===== src/rtl/bss_pkg.sv =====
package bss_pkg;
    localparam int LANES  = 4;
    localparam int DATA_W = 8 * LANES;
    localparam int HALF_W = DATA_W / 2;

    typedef enum logic [1:0] {
        ST_IDLE  = 2'd0,
        ST_WHOLE = 2'd1,
        ST_UPPER = 2'd2
    } seq_state_t;

    function automatic logic lo_used(input logic [LANES-1:0] be_n);
        return ~&be_n[LANES/2-1:0];
    endfunction

    function automatic logic hi_used(input logic [LANES-1:0] be_n);
        return ~&be_n[LANES-1:LANES/2];
    endfunction
endpackage


===== src/rtl/bss_fsm.sv =====
module bss_fsm
    import bss_pkg::*;
(
    input  logic       clk,
    input  logic       rst_n,
    input  logic       start,
    input  logic       empty_req,
    input  logic       both_halves,
    input  logic       hi_only,
    input  logic       rdy_n,
    input  logic       narrow_n,
    output seq_state_t state,
    output logic       cap_full,
    output logic       cap_lo,
    output logic       cap_hi_low,
    output logic       cap_hi_up,
    output logic       done
);
    seq_state_t nxt;
    logic       finish;

    always_ff @(posedge clk or negedge rst_n) begin
        if (!rst_n) begin
            state <= ST_IDLE;
            done  <= 1'b0;
        end else begin
            state <= nxt;
            done  <= finish;
        end
    end

    always_comb begin
        nxt        = state;
        finish     = 1'b0;
        cap_full   = 1'b0;
        cap_lo     = 1'b0;
        cap_hi_low = 1'b0;
        cap_hi_up  = 1'b0;
        unique case (state)
            ST_IDLE: begin
                if (start) begin
                    if (empty_req) finish = 1'b1;
                    else           nxt    = ST_WHOLE;
                end
            end
            ST_WHOLE: begin
                if (!rdy_n) begin
                    if (!narrow_n && both_halves) begin
                        cap_lo = 1'b1;
                        nxt    = ST_UPPER;
                    end else begin
                        finish = 1'b1;
                        nxt    = ST_IDLE;
                        if (!narrow_n && hi_only) cap_hi_low = 1'b1;
                        else                      cap_full   = 1'b1;
                    end
                end
            end
            ST_UPPER: begin
                if (!rdy_n) begin
                    finish = 1'b1;
                    nxt    = ST_IDLE;
                    if (!narrow_n) cap_hi_low = 1'b1;
                    else           cap_hi_up  = 1'b1;
                end
            end
            default: nxt = ST_IDLE;
        endcase
    end
endmodule


===== src/rtl/bss_wr_steer.sv =====
module bss_wr_steer
    import bss_pkg::*;
(
    input  seq_state_t          state,
    input  logic [LANES-1:0]    be_n,
    input  logic [DATA_W-1:0]   wdata,
    output logic [LANES-1:0]    bus_be_n,
    output logic [DATA_W-1:0]   bus_wdata
);
    logic [HALF_W-1:0] up;
    assign up = wdata[DATA_W-1:HALF_W];

    always_comb begin
        bus_be_n  = '1;
        bus_wdata = '0;
        unique case (state)
            ST_WHOLE: begin
                bus_be_n  = be_n;
                bus_wdata = lo_used(be_n) ? wdata : {up, up};
            end
            ST_UPPER: begin
                bus_be_n  = {be_n[LANES-1:LANES/2], {(LANES/2){1'b1}}};
                bus_wdata = {up, up};
            end
            default: begin
                bus_be_n  = '1;
                bus_wdata = '0;
            end
        endcase
    end
endmodule


===== src/rtl/bss_rd_merge.sv =====
module bss_rd_merge
    import bss_pkg::*;
(
    input  logic                clk,
    input  logic                rst_n,
    input  logic                clear,
    input  logic                cap_full,
    input  logic                cap_lo,
    input  logic                cap_hi_low,
    input  logic                cap_hi_up,
    input  logic [DATA_W-1:0]   bus_rdata,
    input  logic [LANES-1:0]    be_n,
    input  logic                is_write,
    output logic [DATA_W-1:0]   rdata
);
    logic [DATA_W-1:0] acc;

    always_ff @(posedge clk or negedge rst_n) begin
        if (!rst_n) begin
            acc <= '0;
        end else if (clear) begin
            acc <= '0;
        end else begin
            if (cap_full)   acc <= bus_rdata;
            if (cap_lo)     acc[HALF_W-1:0] <= bus_rdata[HALF_W-1:0];
            if (cap_hi_low) acc[DATA_W-1:HALF_W] <= bus_rdata[HALF_W-1:0];
            if (cap_hi_up)  acc[DATA_W-1:HALF_W] <= bus_rdata[DATA_W-1:HALF_W];
        end
    end

    for (genvar i = 0; i < LANES; i++) begin : g_mask
        assign rdata[8*i +: 8] = (is_write || be_n[i]) ? 8'h00 : acc[8*i +: 8];
    end
endmodule


===== src/rtl/bus_size_seq.sv =====
module bus_size_seq
    import bss_pkg::*;
#(
    parameter int ADDR_W = 30
) (
    input  logic              clk,
    input  logic              rst_n,
    input  logic              req_valid,
    output logic              req_ready,
    input  logic [ADDR_W-1:0] req_addr,
    input  logic [3:0]        req_be_n,
    input  logic              req_write,
    input  logic [31:0]       req_wdata,
    output logic              done,
    output logic [31:0]       rdata,
    output logic              bus_cyc,
    output logic [ADDR_W-1:0] bus_addr,
    output logic [3:0]        bus_be_n,
    output logic              bus_write,
    output logic [31:0]       bus_wdata,
    input  logic [31:0]       bus_rdata,
    input  logic              bus_rdy_n,
    input  logic              bus_narrow_n
);
    seq_state_t        state;
    logic              start;
    logic [ADDR_W-1:0] addr_q;
    logic [LANES-1:0]  be_q;
    logic              wr_q;
    logic [DATA_W-1:0] wd_q;
    logic              cap_full, cap_lo, cap_hi_low, cap_hi_up;

    assign req_ready = (state == ST_IDLE);
    assign start     = req_valid && req_ready;

    always_ff @(posedge clk or negedge rst_n) begin
        if (!rst_n) begin
            addr_q <= '0;
            be_q   <= '1;
            wr_q   <= 1'b0;
            wd_q   <= '0;
        end else if (start) begin
            addr_q <= req_addr;
            be_q   <= req_be_n;
            wr_q   <= req_write;
            wd_q   <= req_wdata;
        end
    end

    bss_fsm u_fsm (
        .clk        (clk),
        .rst_n      (rst_n),
        .start      (start),
        .empty_req  (&req_be_n),
        .both_halves(lo_used(be_q) && hi_used(be_q)),
        .hi_only    (!lo_used(be_q)),
        .rdy_n      (bus_rdy_n),
        .narrow_n   (bus_narrow_n),
        .state      (state),
        .cap_full   (cap_full),
        .cap_lo     (cap_lo),
        .cap_hi_low (cap_hi_low),
        .cap_hi_up  (cap_hi_up),
        .done       (done)
    );

    bss_wr_steer u_steer (
        .state    (state),
        .be_n     (be_q),
        .wdata    (wd_q),
        .bus_be_n (bus_be_n),
        .bus_wdata(bus_wdata)
    );

    bss_rd_merge u_merge (
        .clk       (clk),
        .rst_n     (rst_n),
        .clear     (start),
        .cap_full  (cap_full),
        .cap_lo    (cap_lo),
        .cap_hi_low(cap_hi_low),
        .cap_hi_up (cap_hi_up),
        .bus_rdata (bus_rdata),
        .be_n      (be_q),
        .is_write  (wr_q),
        .rdata     (rdata)
    );

    assign bus_cyc   = (state != ST_IDLE);
    assign bus_addr  = addr_q;
    assign bus_write = wr_q;
endmodule


===== config.mk =====
export PLATFORM = sky130hd
export DESIGN_NAME = bus_size_seq
export DESIGN_NICKNAME = d
export VERILOG_FILES = /design/src/rtl/bss_pkg.sv /design/src/rtl/bss_fsm.sv /design/src/rtl/bss_wr_steer.sv /design/src/rtl/bss_rd_merge.sv /design/src/rtl/bus_size_seq.sv
export SDC_FILE = /design/constraint.sdc
export NUM_CORES = 1
export LEC_CHECK = 0
export BUFFER_PORTS_ARGS = -buffer_cell sky130_fd_sc_hd__buf_2
export CAP_MARGIN = 20
export CORE_MARGIN = 2
export CORE_UTILIZATION = 44
export CTS_CLUSTER_SIZE = 25
export DETAILED_ROUTE_END_ITERATION = 12
export GPL_TIMING_DRIVEN = 0
export PLACE_DENSITY = 0.77
export SLEW_MARGIN = 10
export SYNTH_ARGS = -nofsm -noshare
export SYNTH_HDL_FRONTEND = slang
export SYNTH_SLANG_ARGS = --single-unit

===== constraint.sdc =====
create_clock -name clk -period 2.1 [get_ports clk]
set_input_delay 0.42 -clock clk [delete_from_list [all_inputs] [get_ports clk]]
set_output_delay 0.42 -clock clk [all_outputs]
set_load 0.03 [all_outputs]

Word-level counts from Yosys, hierarchy flattened
Index checks and enable logic that the tools add are counted.

Eq/ne operators: 6. Multiplexer cells: 40. Reductions and logical operators: 19.

Operator list (number): 16-bit two-way mux (4); 32-bit two-way mux (2); 32-bit case mux with 2 select lines (1); 8-bit two-way mux (4); 1-bit two-way mux (20); 2-bit two-way mux (5); 4-bit case mux with 2 select lines (1); 4-bit AND reduction (2); 2-bit inequality test, second input constant (3); 2-bit case mux with 3 select lines (1); 1-bit logical AND (4); 1-bit logical OR (4); 2-bit AND reduction (2); 4-bit nonzero test (1); 1-bit zero test (3); 1-bit case mux with 3 select lines (1); 3-bit nonzero test (1); 2-bit by 1-bit == test with 1-bit output, second input constant (1); 2-bit == test, second input constant (1); 2-bit zero test (1); 2-bit by 1-bit inequality test with 1-bit output, second input constant (1); 1-bit case mux with 2 select lines (1); 2-bit nonzero test (1).

Bits in registers: 102. Input bits: 104. Output and inout port bits: 102. Word-level logic and storage cells: 73.

Depth between registers and ports, before layout
Depth after elaboration: 11. Depth in mapped cells: 9. Mapped depth without buffers: 6.

Cells and area by module
Synthesis repeated with hierarchy kept, for this count alone.

Cell total of the unflattened synthesis: 440. Area, all modules: 5153.7 um^2.

Modules (own cells, without submodules): bus_size_seq (times used 1, cells an instance 147, area each 2526.2 um^2, sequential area each 1681.6 um^2); bss_rd_merge (times used 1, cells an instance 179, area each 1685.4 um^2, sequential area each 800.8 um^2); bss_wr_steer (times used 1, cells an instance 85, area each 669.4 um^2, sequential area each 0.0 um^2); bss_fsm (times used 1, cells an instance 29, area each 272.8 um^2, sequential area each 75.1 um^2).

Least setup slack after synthesis
OpenSTA, ideal clock, no wires.

Kind: reg-to-output. From: register u_fsm.state[1]. To: output port bus_wdata[11]. Arrival: 1803 ps. Data required time: 1680 ps. Setup slack: -123 ps. Stages on the path, launching flop included: 7. Path buffers: 2. Cells stage by stage: dfrtp_1 -> inv_1 -> ha_1 -> clkbuf_1 -> and3_1 -> buf_1 -> a22o_1.

Word-level cells in the longest chain between the ends: 2. Elaborated cells on any way between the ends: 3. Classes of those cells: eq/ne: 2; mux: 1.

Ends and longest elaborated chain: start, declared (line bss_fsm.sv:12) `output seq_state_t state,`; start signal, assigned (line bss_fsm.sv:27) `state <= nxt;`; 2-bit == test or 2-bit by 1-bit == test with 1-bit output (tied branches) (line bss_wr_steer.sv:16) `unique case (state)`; 32-bit case mux with 2 select lines * (line bss_wr_steer.sv:16); end, declared (line bus_size_seq.sv:20) `output logic [31:0] bus_wdata,`.

Every way passes the cells marked *; elsewhere a longest branch is shown, timed or not.

Worst setup path in the final report
From: register u_fsm.state[0]. To: output port bus_wdata[3].

Same word-level chain as after synthesis.

==> metrics <==
Boundary Pins=206; status=finished with violations; register clock-pin slew on the reported worst setup and hold paths=roughly 100 ps; Worst Setup End Kind=primary output; Inserted Clock Buffers=9; fraction of registers with async set/reset=100%; Non-Filler Instances=911; Final nets=between 800 and 900; RSZ-0062 raised after global routing=true; initial antenna violation count=0; Net Sw Frac=around 48%; final worst setup slack=-284 ps; Final Hold Vio Count=0; Critical Path Source Type=flop; Final TNS setup=-8130 ps; kind of critical path=reg2out; Clk Tree Root Cell=clkbuf_8; NetSw=slightly above 0.005 W; # placed instances=slightly below 900; Netlist cell types=33; largest cells by area after synthesis=dfrtp_1 (50%), nand2_1 (16%), mux2i_1 (6.5%), and2_1 (6.5%), o31ai_2 (2.5%); clock sink total=between 100 and 150; number of synthesized flops with an enable pin=0; DR vias/cell=about 5; most frequent cells in the layout=nand2_1 (208), buf_2 (190), dfrtp_1 (97); synthesized area per cell=between 9 and 10 um^2; CORE AREA=10900 um^2; Tmin final=around 2400 ps; routed wire length=around 15000 um; Die ar.=12000 um^2; largest area contributor in the netlist=dfrtp_1; Yosys warnings=0; cell area after layout=6770 um^2; number of routed nets with antenna violations=0; H-tree levels=3; Routed WL per cell=15.9 um; final number of max-transition violations=0; synthesized netlist net count=642; Via Count=about 4600; final setup violating endpoints=39; DR pass1 iterations=5; Worst Tran Pin Value=approximately 710 ps; Rows=38; Crit Path Max Fanout=10; Clk pwr share=around an eighth; IO Port Bufs=205; Seq pwr share=32.0%; pwr dens=roughly 1600 nW/um^2; layout filler cell count=921; Post-synth top flop=dfrtp_1; Skew-Pair Late Insertion Delay=370 ps; Tot GR Track Use=23.9%; vias in the first global route=4508; most common cell after layout, fill and taps aside=nand2_1; failing checks=negative setup slack; mapped cell area=4910 um^2; post-synth top area share=around half; largest net degree at the start of global routing=60; Initial Util=a little under half; clock tree from TritonCTS=done; Max clock buf depth=2; GP Congestion=0.891; worst hold path type=in2async; Area Overhead vs Synth=37.8%; first-pass GRT wire length=between 20000 and 25000 um; CP Data Arrival Time=1960 ps; layout cells sized above 1=around 39%; register bit total from synthesis=102; cts hold-fix bufs=0; Max Freq=around 420 MHz; Die Y=110 um; clock skew=approximately 11 ps; Pleak=~3.7 nW; slew margin rel.=~53%; DRC violations left=0; max_cap viols=0; ant diodes=0; Internal Power=~0.0057 W; worst endpoint required time=1680 ps; r2r setup slk=-70 ps; FF/Latch Area=about 2600 um^2; Seq/Total Area, Yosys=52.0%; fin crit share=114%; total gr overflow=0; Multi-input gate area=2330 um^2; DP HPWL=approximately 10000 um; worst hold slack=roughly 34 ps; Comb power frac=between 50% and 60%; VDD IR max=0.670 mV; iteration-0 DRC count of the detailed router=around 240; Die Width=110 um; DP Area=around 6200 um^2; Syn Inst Count=about 530
## layout make-up
type | count | share of cell area (%)
repair buffers | 225 | 19.1
inverters | 5 | 0.314
clock inverters | 5 | 0.869
plain buffers | 28 | 2.79
well taps | 140 | 2.59
multi-input cells | 395 | 34.5
flip-flops and latches | 102 | 37.8
clock buffers | 11 | 2.09
## state kept, by name (all words and copies together) (netlist names)
signal,flops
be_q,4
u_fsm.done,1
u_fsm.state,2
bus_addr,30
wd_q,32
bus_write,1
u_merge.acc,32
## routing by layer
layer | vias up | wire (um) | GRT usage, %
li1 | 2212 | - | -
met1 | 2232 | 5910 | 31.7
met2 | 175 | 7390 | 39.8
met3 | 24 | 916 | 3.79
met4 | 0 | 294 | 8.68
met5 | - | 0 | 0
## logic make-up (layout without fill, tap and decap cells)
logic type	count (synthesis)	after routing	share of synthesized area, %
DFF	102	102	52.0
buffers and inverters	36	274	3.21
and+or+nand+nor	310	310	27.7
AOI/OAI and AO/OA	43	43	8.07
muxes	37	37	7.66
adders and majority gates	5	5	1.27
## timing repair
item | CTS | global route
resized for setup | 66 | 16
setup endpoints to repair | 62 | 105
buffers inserted | 9 | 10
pin swaps | 4 | 6
gates cloned | 0 | 0
## metrics by stage
stage | util [%] | power [W] | setup slack, ps
final | 62.2 | 0.0108 | -284
after global routing | 62.2 | 0.0115 | -343
after CTS | 61.2 | 0.0106 | -322
after detailed placement | 56.6 | 0.00883 | -428
after global placement | 56.3 | 0.00867 | -436
after floorplan | - | 0.00716 | 14.8
## worst paths after layout
check                          startpoint               to  depth (start not counted)
setup reg to reg           u_fsm.state[1]  u_merge.acc[25]                          8
min in group clk              req_addr[3]      bus_addr[3]                          3
hold reg to reg               bus_addr[1]      bus_addr[1]                          2
max in group asynchronous           rst_n          be_q[1]                          2
setup / recovery           u_fsm.state[0]     bus_wdata[3]                          7
hold / removal                      rst_n      bus_addr[1]                          1
## synthesized netlist by cell type, types with 3 or more instances
cell type / n
dfstp_2: 4
a22oi_1: 3
dfrtp_1: 98
nand4_1: 17
o31ai_1: 6
nand2_1: 210
mux2_1: 3
mux2i_1: 32
clkbuf_1: 12
inv_1: 5
and2_1: 51
o31ai_2: 10
buf_2: 3
ha_1: 5
nor2b_1: 6
buf_1: 12
a22o_1: 13
nor2_1: 23
## power groups by stage
stage,registers (W),clock network (W),logic [W]
detailed placement,0.00342,0,0.00541
CTS,0.00342,0.00128,0.00590
finish,0.00346,0.00126,0.00609
floorplan,0.00388,0,0.00328
global placement,0.00340,0,0.00527
global route,0.00356,0.00137,0.00657
## worst max-delay path, stage by stage (launching register included)
cell and delay [ps]:
dfrtp_1 420, buf_6 130, ha_4 170, a31o_1 200
and2_4 150, clkbuf_16 160, a22o_4 220, buf_6 140
(Power assumes the default switching activity.)
